--- src/rtl/cyc_pkg.sv ---
package cyc_pkg;
    typedef enum logic {
        PH_WAIT = 1'b0,
        PH_ISO  = 1'b1
    } phase_t;
endpackage

--- src/rtl/cyc_time_count.sv ---
module cyc_time_count #(
    parameter int OFF_W   = 12,
    parameter int CN_W    = 13,
    parameter int SEC_W   = 7,
    parameter int OFF_MAX = 3071,
    parameter int CN_MAX  = 7999,
    parameter int LOW_W   = 6,
    localparam int TIME_W = OFF_W + CN_W + SEC_W
) (
    input  logic              clk,
    input  logic              rst_n,
    input  logic              tick,
    input  logic              load,
    input  logic [TIME_W-1:0] load_val,
    output logic [TIME_W-1:0] time_q,
    output logic              off_wrap,
    output logic              sec_step
);
    logic [OFF_W-1:0] off_q;
    logic [CN_W-1:0]  cn_q;
    logic [SEC_W-1:0] sec_q;
    logic [CN_W-1:0]  cn_next;
    logic             cn_wrap;

    always_comb begin
        off_wrap = tick && !load && (off_q == OFF_W'(OFF_MAX));
        cn_wrap  = off_wrap && (cn_q == CN_W'(CN_MAX));
        cn_next  = cn_wrap ? '0 : cn_q + 1'b1;
        sec_step = off_wrap && (cn_next[CN_W-1:LOW_W] != cn_q[CN_W-1:LOW_W]);
    end

    always_ff @(posedge clk) begin
        if (!rst_n) begin
            off_q <= '0;
            cn_q  <= '0;
            sec_q <= '0;
        end else if (load) begin
            {sec_q, cn_q, off_q} <= load_val;
        end else if (tick) begin
            if (off_wrap) begin
                off_q <= '0;
                cn_q  <= cn_next;
                if (cn_wrap) sec_q <= sec_q + 1'b1;
            end else begin
                off_q <= off_q + 1'b1;
            end
        end
    end

    assign time_q = {sec_q, cn_q, off_q};
endmodule

--- src/rtl/cyc_loss_watch.sv ---
module cyc_loss_watch #(
    parameter int LOST_CYCLES = 2,
    localparam int LC_W = $clog2(LOST_CYCLES + 1)
) (
    input  logic clk,
    input  logic rst_n,
    input  logic is_master,
    input  logic cs_seen,
    input  logic off_wrap,
    output logic lost_q
);
    logic [LC_W-1:0] miss_q;

    always_ff @(posedge clk) begin
        if (!rst_n) begin
            miss_q <= '0;
            lost_q <= 1'b0;
        end else begin
            lost_q <= 1'b0;
            if (is_master || cs_seen) begin
                miss_q <= '0;
            end else if (off_wrap) begin
                if (miss_q == LC_W'(LOST_CYCLES - 1)) begin
                    miss_q <= '0;
                    lost_q <= 1'b1;
                end else begin
                    miss_q <= miss_q + 1'b1;
                end
            end
        end
    end
endmodule

--- src/rtl/cyc_phase_fsm.sv ---
module cyc_phase_fsm
    import cyc_pkg::*;
(
    input  logic clk,
    input  logic rst_n,
    input  logic cs_seen,
    input  logic fair_gap,
    input  logic off_wrap,
    output logic start_q,
    output logic done_q,
    output logic pend_q
);
    phase_t state_q, state_d;
    logic   done_d;

    always_comb begin
        state_d = state_q;
        done_d  = 1'b0;
        unique case (state_q)
            PH_WAIT: if (cs_seen) state_d = PH_ISO;
            PH_ISO: begin
                if (fair_gap) begin
                    done_d  = 1'b1;
                    state_d = cs_seen ? PH_ISO : PH_WAIT;
                end
            end
        endcase
    end

    always_ff @(posedge clk) begin
        if (!rst_n) state_q <= PH_WAIT;
        else        state_q <= state_d;
    end

    always_ff @(posedge clk) begin
        if (!rst_n) begin
            start_q <= 1'b0;
            done_q  <= 1'b0;
            pend_q  <= 1'b0;
        end else begin
            start_q <= cs_seen;
            done_q  <= done_d;
            if (off_wrap)    pend_q <= 1'b1;
            else if (done_d) pend_q <= 1'b0;
        end
    end
endmodule

--- src/rtl/cyc_timer_mon.sv ---
module cyc_timer_mon #(
    parameter int OFF_W       = 12,
    parameter int CN_W        = 13,
    parameter int SEC_W       = 7,
    parameter int OFF_MAX     = 3071,
    parameter int CN_MAX      = 7999,
    parameter int LOW_W       = 6,
    parameter int LOST_CYCLES = 2,
    localparam int TIME_W     = OFF_W + CN_W + SEC_W
) (
    input  logic              clk,
    input  logic              rst_n,
    input  logic              tick,
    input  logic              is_master,
    input  logic              cs_seen,
    input  logic              fair_gap,
    input  logic [TIME_W-1:0] cs_time,
    output logic [TIME_W-1:0] cycle_time,
    output logic              pulse_second,
    output logic              pulse_start,
    output logic              pulse_done,
    output logic              pulse_lost,
    output logic              cycle_pending
);
    logic load;
    logic off_wrap;
    logic sec_step;

    assign load = cs_seen && !is_master;

    cyc_time_count #(
        .OFF_W(OFF_W), .CN_W(CN_W), .SEC_W(SEC_W),
        .OFF_MAX(OFF_MAX), .CN_MAX(CN_MAX), .LOW_W(LOW_W)
    ) u_count (
        .clk(clk), .rst_n(rst_n), .tick(tick), .load(load),
        .load_val(cs_time), .time_q(cycle_time),
        .off_wrap(off_wrap), .sec_step(sec_step)
    );

    cyc_phase_fsm u_phase (
        .clk(clk), .rst_n(rst_n), .cs_seen(cs_seen), .fair_gap(fair_gap),
        .off_wrap(off_wrap), .start_q(pulse_start), .done_q(pulse_done),
        .pend_q(cycle_pending)
    );

    cyc_loss_watch #(.LOST_CYCLES(LOST_CYCLES)) u_loss (
        .clk(clk), .rst_n(rst_n), .is_master(is_master), .cs_seen(cs_seen),
        .off_wrap(off_wrap), .lost_q(pulse_lost)
    );

    always_ff @(posedge clk) begin
        if (!rst_n) pulse_second <= 1'b0;
        else        pulse_second <= sec_step;
    end
endmodule

--- config.mk ---
export PLATFORM = sky130hd
export DESIGN_NAME = cyc_timer_mon
export DESIGN_NICKNAME = d
export VERILOG_FILES = /design/src/rtl/cyc_pkg.sv /design/src/rtl/cyc_time_count.sv /design/src/rtl/cyc_loss_watch.sv /design/src/rtl/cyc_phase_fsm.sv /design/src/rtl/cyc_timer_mon.sv
export SDC_FILE = /design/constraint.sdc
export NUM_CORES = 1
export LEC_CHECK = 0
export BUFFER_PORTS_ARGS = -buffer_cell sky130_fd_sc_hd__clkbuf_2
export CAP_MARGIN = 20
export CORE_ASPECT_RATIO = 1.4
export CORE_MARGIN = 5
export CORE_UTILIZATION = 45
export DETAILED_ROUTE_END_ITERATION = 12
export PLACE_DENSITY = 0.76
export SYNTH_ARGS = -nofsm -noshare
export SYNTH_HDL_FRONTEND = slang
export SYNTH_SLANG_ARGS = --single-unit
--- constraint.sdc ---
create_clock -name clk -period 2.1 [get_ports clk]
set_input_delay 0.315 -clock clk [delete_from_list [all_inputs] [get_ports clk]]
set_output_delay 0.315 -clock clk [all_outputs]
set_load 0.005 [all_outputs]
==> results of run 1 <==
## metal layers
metal  vias up  global-route usage (%)  share of wire [%]
li1       1182                       -                  -
met1      1131                    24.6                 38
met2        85                    36.2                 53
met3        14                    4.40                6.2
met4         0                    10.6                2.9
met5         -                       0                  0
## path summary, 6_finish.rpt
kind                                               startpoint                            end  slack (ps)  depth (start not counted)
worst max-delay path            u_count.off_q[0]$_SDFFE_PN0P_  u_count.sec_q[2]$_SDFFE_PN0P_         110                          7
worst min register to register  u_loss.miss_q[1]$_SDFFE_PP0N_       u_loss.lost_q$_SDFF_PP0_         450                          1
worst min-delay path                               cs_time[9]  u_count.off_q[9]$_SDFFE_PN0P_         240                          3
worst max register to register  u_count.off_q[0]$_SDFFE_PN0P_  u_count.sec_q[2]$_SDFFE_PN0P_         110                          7
## registers in the layout, indices dropped and copies added (netlist names)
signal	flops
u_loss.miss_q	2
pulse_second	1
u_count.cn_q	13
u_phase.state_q	1
u_count.off_q	12
u_phase.pend_q	1
u_phase.start_q	1
u_count.sec_q	7
u_phase.done_q	1
u_loss.lost_q	1
## power breakdown
part | internal, uW | leakage, uW | switching [uW] | total (uW)
clock | 226 | 0.0000410 | 261 | 487
sequential | 797 | 0.000328 | 31.2 | 829
combinational | 145 | 0.000898 | 147 | 293
total | 1170 | 0.00127 | 439 | 1610
## layout make-up
type	instances	area, sq um	share of cell area (%)
clock buffer	6	72.6	2.50
clock inverter	1	5.00	0.172
inverter	6	22.5	0.776
multi-input combinational	209	1290	44.4
sequential	40	801	27.6
tap	62	77.6	2.67
timing repair buffer	107	634	21.9
## through the flow
stage | utilization (%) | power (uW) | setup WS (ps)
final | 63.5 | 1610 | 110
after global routing | 63.5 | 1700 | 13.2
after CTS | 62.9 | 1620 | 6.88
after detailed placement | 61.2 | 1140 | 28.0
after global placement | 61.2 | 1130 | 84.7
after floorplan | - | 975 | 43.3
## cell usage after synthesis (all sizes together) (4+ instances only)
library cell / number / area share [%]
dfxtp: 40 / 37
nor2: 36 / 6.3
nand2: 24 / 4.2
a21oi: 23 / 5.3
o21ai: 20 / 5.2
nor3: 13 / 3.0
nand3: 10 / 2.8
xnor2: 10 / 4.1
clkbuf: 9 / 1.6
nand4: 6 / 1.7
xor2: 6 / 2.4
a211oi: 5 / 1.7
buf: 5 / 1.4
inv: 5 / 0.87
a22oi: 4 / 1.4
o211a: 4 / 1.9
## worst register-to-register path, stage by stage, from the launching register on
cell                      delay [ps]
sky130_fd_sc_hd__dfxtp_1         330
sky130_fd_sc_hd__ha_1            200
sky130_fd_sc_hd__nand3_2         110
sky130_fd_sc_hd__or4_4           520
sky130_fd_sc_hd__buf_6           160
sky130_fd_sc_hd__o21ai_4         170
sky130_fd_sc_hd__o21ai_0         120
sky130_fd_sc_hd__a32o_1          260
## cell families (layout without fill, tap and decap cells)
family	count (synthesis)	after routing	share of synthesized area, %
AO/OA/AOI/OAI	77	77	23.9
XOR/XNOR	16	16	6.51
buffers and inverters	20	120	4.01
adder cells (fa/ha/maj)	3	3	1.74
AND/OR/NAND/NOR	113	113	26.6
flip-flops	40	40	37.2
## timing repair
action	CTS	global route
resized for setup	0	5
endpoints found under the setup margin	0	8
setup buffers	0	1
==> flow_results.xml, run 1 <==
<?xml version="1.0" encoding="UTF-8"?>
<metrics>
  <group name="grt">
    <metric name="grt-ovfl-total" unit="">0</metric>
    <metric name="largest_net_degree_at_the_start_of_global_routing" unit="">41</metric>
    <metric name="track_usage" unit="%">21.4</metric>
    <metric name="vias_in_the_first_global_route" unit="">2344</metric>
    <metric name="grt_first_pass_wirelength" unit="microns">10500</metric>
    <metric name="grt_antenna_before_repair" unit="">0</metric>
  </group>
  <group name="logic_synthesis">
    <metric name="ys_dominant_reg_cell" unit="">sky130_fd_sc_hd__dfxtp_1</metric>
    <metric name="count_of_flip_flops_with_a_built_in_enable_after_synthesis" unit="">0</metric>
    <metric name="postSynthNetCount" unit="">310</metric>
    <metric name="yosysSeqAreaShare" unit="%">37.2</metric>
    <metric name="syn_inst" unit="">269</metric>
    <metric name="yosysWarningCount" unit="">0</metric>
    <metric name="synth.distinct_cells" unit="">51</metric>
    <metric name="post_synth_instance_area" unit="sq mm">0.00215</metric>
    <metric name="ys_ff_latch" unit="">40</metric>
    <metric name="post_synth.cell_area_avg" unit="sq um">8.00</metric>
    <metric name="synth-async-reset-ratio" unit="%">0</metric>
  </group>
  <group name="layout">
    <metric name="nets" unit="">410</metric>
    <metric name="fin_cells" unit="">431</metric>
    <metric name="most_frequent_standard_cell_in_the_layout_excluding_fill_and_tap_cells" unit="">sky130_fd_sc_hd__clkbuf_2</metric>
    <metric name="layout-drive-gt1-share" unit="%">33.9</metric>
    <metric name="num-fill-cells" unit="">458</metric>
    <metric name="finalInstanceArea" unit="sq mm">0.00290</metric>
    <metric name="diodes" unit="">0</metric>
    <metric name="mostFrequentLayoutCells" unit="">sky130_fd_sc_hd__clkbuf_2, sky130_fd_sc_hd__dfxtp_1, sky130_fd_sc_hd__nor2_1</metric>
    <metric name="area_growth" unit="%">34.8</metric>
  </group>
  <group name="floorplanning">
    <metric name="num_rows" unit="">29</metric>
    <metric name="io_pins" unit="">75</metric>
    <metric name="core_region" unit="sq mm">0.00457</metric>
    <metric name="die_height" unit="microns">91.8</metric>
    <metric name="die_x" unit="microns">68.4</metric>
    <metric name="die-area" unit="sq mm">0.00628</metric>
    <metric name="floorplan.initialDensity" unit="%">47.1</metric>
  </group>
  <group name="timing">
    <metric name="grt_setup_unrepaired" unit="">false</metric>
    <metric name="setup_total_negative_slack" unit="ps">0</metric>
    <metric name="setup_viol_count_final" unit="">0</metric>
    <metric name="timing.final.hold_violations" unit="">0</metric>
    <metric name="timing.final.max_slew_violations" unit="">0</metric>
    <metric name="finalCriticalPeriod" unit="ps">1990</metric>
    <metric name="hold-worst-slack" unit="ps">239</metric>
    <metric name="final.period_utilization" unit="%">94.7</metric>
    <metric name="finClkSkew" unit="ps">6.17</metric>
    <metric name="worstMarginPinSlew" unit="ps">430</metric>
    <metric name="fmax" unit="MHz">503</metric>
    <metric name="max-slew-margin-rel" unit="%">71.2</metric>
  </group>
  <group name="placed_design">
    <metric name="dpl-instance-area" unit="sq mm">0.00280</metric>
    <metric name="half_perimeter_wire_length_after_placement" unit="microns">4930</metric>
    <metric name="io_buffers" unit="">74</metric>
    <metric name="dp.cells" unit="">423</metric>
    <metric name="place_congestion" unit="">0.970</metric>
  </group>
  <group name="outcome">
    <metric name="outcome" unit="">finished clean</metric>
  </group>
  <group name="drt">
    <metric name="route.detailed.wl_per_inst" unit="microns">15.0</metric>
    <metric name="vias_per_cell" unit="">5.60</metric>
    <metric name="num_vias" unit="">2412</metric>
    <metric name="drtPass1Iterations" unit="">4</metric>
    <metric name="detail_route.wirelength" unit="microns">6450</metric>
    <metric name="drtIter0Drc" unit="">111</metric>
    <metric name="route.detailed.drc" unit="">0</metric>
    <metric name="count_of_nets_left_with_antenna_violations_after_detail_routing" unit="">0</metric>
  </group>
  <group name="pwr">
    <metric name="ir_drop" unit="V">0.000295</metric>
    <metric name="total_power_density_per_cell_area" unit="mW/mm^2">554</metric>
    <metric name="cellLeakagePower" unit="uW">0.00127</metric>
  </group>
  <group name="clock_network">
    <metric name="cts.root.buffer_cell" unit="">sky130_fd_sc_hd__clkbuf_8</metric>
    <metric name="postCtsHoldBufs" unit="">0</metric>
    <metric name="path_clk_slew" unit="ps">80</metric>
    <metric name="cts_htree_levels" unit="">2</metric>
    <metric name="tritoncts" unit="">yes</metric>
    <metric name="worstSkewPairLatency" unit="ps">290</metric>
    <metric name="clk_path_buf_depth" unit="">2</metric>
    <metric name="cts_inserted_buffers" unit="">5</metric>
    <metric name="cts_num_sinks" unit="">40</metric>
  </group>
  <group name="setup_path">
    <metric name="critical_path_cell_by_cell" unit="">ha_1, nand3_2, or4_4, buf_6, o21ai_4, o21ai_0, a32o_1</metric>
    <metric name="worst_ep_arrival_time" unit="ps">2170</metric>
    <metric name="cp.buffers_inverters" unit="">1</metric>
    <metric name="cpLargestDelayFamily" unit="">simple AND/OR/NAND/NOR gates</metric>
    <metric name="critical_path.endpoint_type" unit="">flop</metric>
    <metric name="crit_fanout" unit="">10</metric>
    <metric name="worst_setup_path_start_kind" unit="">flop</metric>
    <metric name="crit_path_max_incr_delay" unit="ps">520</metric>
    <metric name="critical_setup_path_kind" unit="">reg -&gt; reg</metric>
    <metric name="timing.critical_path.required" unit="ps">2280</metric>
    <metric name="crit_slowest_cell" unit="">sky130_fd_sc_hd__or4_4</metric>
  </group>
  <group name="job">
    <metric name="max-cap-violations" unit="">0</metric>
  </group>
  <group name="hold_path">
    <metric name="hold_class" unit="">in -&gt; reg</metric>
  </group>
</metrics>
Note: power is estimated with default switching activity, not from simulation.
==> inputs of run 2 (changes only) <==
--- a/config.mk
+++ b/config.mk
@@ -5,6 +5,7 @@
 export SDC_FILE = /design/constraint.sdc
 export NUM_CORES = 1
 export LEC_CHECK = 0
+export ABC_CLOCK_PERIOD_IN_PS = 2100
 export BUFFER_PORTS_ARGS = -buffer_cell sky130_fd_sc_hd__clkbuf_2
 export CAP_MARGIN = 20
 export CORE_ASPECT_RATIO = 1.4
==> constraint.sdc (replaced) <==
create_clock -name clk -period 2.1 [get_ports clk]
set_input_delay 0.21 -clock clk [delete_from_list [all_inputs] [get_ports clk]]
set_output_delay 0.21 -clock clk [all_outputs]
set_load 0.005 [all_outputs]
==> run 2 against run 1 <==
  * Routed wire length rose by 5.9%
  * Critical endpoint unchanged
  * Register-to-register slack worse by 50 ps
  * Worst setup slack got worse by 48 ps
==> flow_results.xml, run 2 (synthesis gave the netlist of run 1 again) <==
<?xml version="1.0" encoding="UTF-8"?>
<metrics>
  <group name="placed_design">
    <metric name="half_perimeter_wire_length_after_placement" unit="microns">5170</metric>
    <metric name="io_buffers" unit="">74</metric>
    <metric name="dpl-instance-area" unit="sq mm">0.00282</metric>
    <metric name="place_congestion" unit="">0.949</metric>
  </group>
  <group name="timing">
    <metric name="final.period_utilization" unit="%">97.0</metric>
    <metric name="timing.final.max_slew_violations" unit="">0</metric>
    <metric name="fmax" unit="MHz">491</metric>
    <metric name="hold-worst-slack" unit="ps">140</metric>
    <metric name="setup_viol_count_final" unit="">0</metric>
    <metric name="finClkSkew" unit="ps">7.50</metric>
    <metric name="max-slew-margin-rel" unit="%">60.4</metric>
    <metric name="finalCriticalPeriod" unit="ps">2040</metric>
    <metric name="worstMarginPinSlew" unit="ps">590</metric>
    <metric name="setup_total_negative_slack" unit="ps">0</metric>
    <metric name="timing.final.hold_violations" unit="">0</metric>
  </group>
  <group name="grt">
    <metric name="largest_net_degree_at_the_start_of_global_routing" unit="">22</metric>
    <metric name="vias_in_the_first_global_route" unit="">2485</metric>
    <metric name="grt_antenna_before_repair" unit="">0</metric>
    <metric name="grt-ovfl-total" unit="">0</metric>
    <metric name="grt_first_pass_wirelength" unit="microns">11000</metric>
    <metric name="track_usage" unit="%">22.2</metric>
  </group>
  <group name="layout">
    <metric name="diodes" unit="">0</metric>
    <metric name="layout_top_registers" unit="">u_count.cn_q x13, u_count.off_q x12, u_count.sec_q x7</metric>
    <metric name="largest_register_ffs" unit="">13</metric>
    <metric name="finalInstanceArea" unit="sq mm">0.00300</metric>
    <metric name="most_frequent_standard_cell_in_the_layout_excluding_fill_and_tap_cells" unit="">sky130_fd_sc_hd__clkbuf_2</metric>
    <metric name="layout-drive-gt1-share" unit="%">36.2</metric>
    <metric name="finish.utilization" unit="%">65.7</metric>
    <metric name="nets" unit="">418</metric>
    <metric name="area_growth" unit="%">39.5</metric>
    <metric name="mostFrequentLayoutCells" unit="">sky130_fd_sc_hd__clkbuf_2, sky130_fd_sc_hd__buf_4, sky130_fd_sc_hd__dfxtp_1</metric>
    <metric name="num-fill-cells" unit="">423</metric>
    <metric name="registers.top_by_ff_count" unit="">u_count.cn_q</metric>
  </group>
  <group name="clock_network">
    <metric name="tritoncts" unit="">yes</metric>
    <metric name="cts_inserted_buffers" unit="">5</metric>
    <metric name="cts_htree_levels" unit="">2</metric>
    <metric name="clk_path_buf_depth" unit="">2</metric>
    <metric name="path_clk_slew" unit="ps">90</metric>
    <metric name="cts_num_sinks" unit="">40</metric>
    <metric name="worstSkewPairLatency" unit="ps">290</metric>
    <metric name="cts.root.buffer_cell" unit="">sky130_fd_sc_hd__clkbuf_8</metric>
  </group>
  <group name="floorplanning">
    <metric name="io_pins" unit="">75</metric>
    <metric name="num_rows" unit="">29</metric>
    <metric name="core_region" unit="sq mm">0.00457</metric>
    <metric name="floorplan.initialDensity" unit="%">47.1</metric>
    <metric name="die_height" unit="microns">91.8</metric>
    <metric name="die_x" unit="microns">68.4</metric>
    <metric name="die-area" unit="sq mm">0.00628</metric>
  </group>
  <group name="drt">
    <metric name="route.detailed.wl_per_inst" unit="microns">15.5</metric>
    <metric name="drtPass1Iterations" unit="">4</metric>
    <metric name="detail_route.wirelength" unit="microns">6830</metric>
    <metric name="count_of_nets_left_with_antenna_violations_after_detail_routing" unit="">0</metric>
    <metric name="route.detailed.drc" unit="">0</metric>
    <metric name="vias_per_cell" unit="">5.63</metric>
    <metric name="num_vias" unit="">2475</metric>
    <metric name="drtIter0Drc" unit="">114</metric>
  </group>
  <group name="setup_path">
    <metric name="crit_path_max_incr_delay" unit="ps">590</metric>
    <metric name="worst_setup_path_start_kind" unit="">flop</metric>
    <metric name="timing.critical_path.required" unit="ps">2290</metric>
    <metric name="regToRegSetupSlack" unit="ps">60</metric>
    <metric name="critical_path.endpoint_type" unit="">flop</metric>
    <metric name="critical_path_cell_by_cell" unit="">or3b_4, or4_4, o21ai_4, o21ai_0, a32o_1</metric>
    <metric name="critical_setup_path_kind" unit="">reg -&gt; reg</metric>
    <metric name="worst_ep_arrival_time" unit="ps">2220</metric>
    <metric name="crit_slowest_cell" unit="">sky130_fd_sc_hd__or4_4</metric>
    <metric name="crit_fanout" unit="">6</metric>
  </group>
  <group name="pwr">
    <metric name="combinationalPowerShare" unit="%">16.6</metric>
    <metric name="p_int" unit="uW">1370</metric>
    <metric name="total_power_density_per_cell_area" unit="mW/mm^2">610</metric>
    <metric name="cellLeakagePower" unit="uW">0.00133</metric>
    <metric name="seq_power_share" unit="%">45.2</metric>
    <metric name="power" unit="uW">1830</metric>
    <metric name="p_sw" unit="uW">464</metric>
    <metric name="swShare" unit="%">25.3</metric>
    <metric name="pwr-share-clk" unit="%">38.2</metric>
    <metric name="ir_drop" unit="V">0.000570</metric>
  </group>
  <group name="job">
    <metric name="max-cap-violations" unit="">0</metric>
  </group>
  <group name="outcome">
    <metric name="outcome" unit="">finished clean</metric>
  </group>
  <group name="hold_path">
    <metric name="hold_class" unit="">in -&gt; reg</metric>
  </group>
</metrics>
[run 2: what timing repair did]
action | 4_1_cts | 5_1_grt
hold buffers | 0 | 0
setup endpoints to repair | 2 | 2
pin swaps | 0 | 4
resized for setup | 2 | 5
buffers inserted | 0 | 5
[run 2: through the flow]
step	cells	setup WS, ps
after floorplan	269	43.3
after global placement	427	55.7
after detailed placement	427	-33.9
after CTS	435	89.2
after global routing	440	-8.74
final	440	62.1
[run 2: final cells by class]
| class | instances | area (sq um) | share of cell area (%) |
|---|---|---|---|
| inverter | 6 | 22.5 | 0.750 |
| multi-input combinational | 209 | 1290 | 43.0 |
| timing repair buffer | 115 | 682 | 22.7 |
| clock inverter | 1 | 30.0 | 1.00 |
| tap | 62 | 77.6 | 2.58 |
| sequential | 40 | 802 | 26.7 |
| clock buffer | 7 | 96.3 | 3.21 |
[run 2: critical path, delay by kind of cell, from the launching register on]
family,cells,cell delay [ps]
AND/OR/NAND/NOR,2,970
AO/OA/AOI/OAI,3,610
flip-flops,1,350
[run 2: final timing paths]
path	end	depth (start not counted)	start
setup reg to reg	u_count.sec_q[2]$_SDFFE_PN0P_	5	u_count.cn_q[12]$_SDFFE_PN0P_
setup / recovery	u_count.sec_q[2]$_SDFFE_PN0P_	5	u_count.cn_q[12]$_SDFFE_PN0P_
hold reg to reg	u_loss.lost_q$_SDFF_PP0_	1	u_loss.miss_q[1]$_SDFFE_PP0N_
hold / removal	u_count.off_q[9]$_SDFFE_PN0P_	3	cs_time[9]
[run 2: metal layers]
metal / part of all wire, % / wire, microns / vias to the layer above / track usage (%)
met4: 2.0 / 139 / 0 / 11.4
met3: 7.3 / 498 / 14 / 3.30
met5: 0 / 0 / - / 0
met2: 53 / 3600 / 102 / 38.3
met1: 38 / 2590 / 1153 / 25.3
li1: - / - / 1206 / -
[run 2: power groups by stage]
stage | combinational, uW | sequential (uW) | clock [uW]
global route | 339 | 831 | 737
global placement | 290 | 842 | 0
CTS | 297 | 826 | 707
finish | 304 | 828 | 700
floorplan | 117 | 859 | 0
detailed placement | 295 | 844 | 0
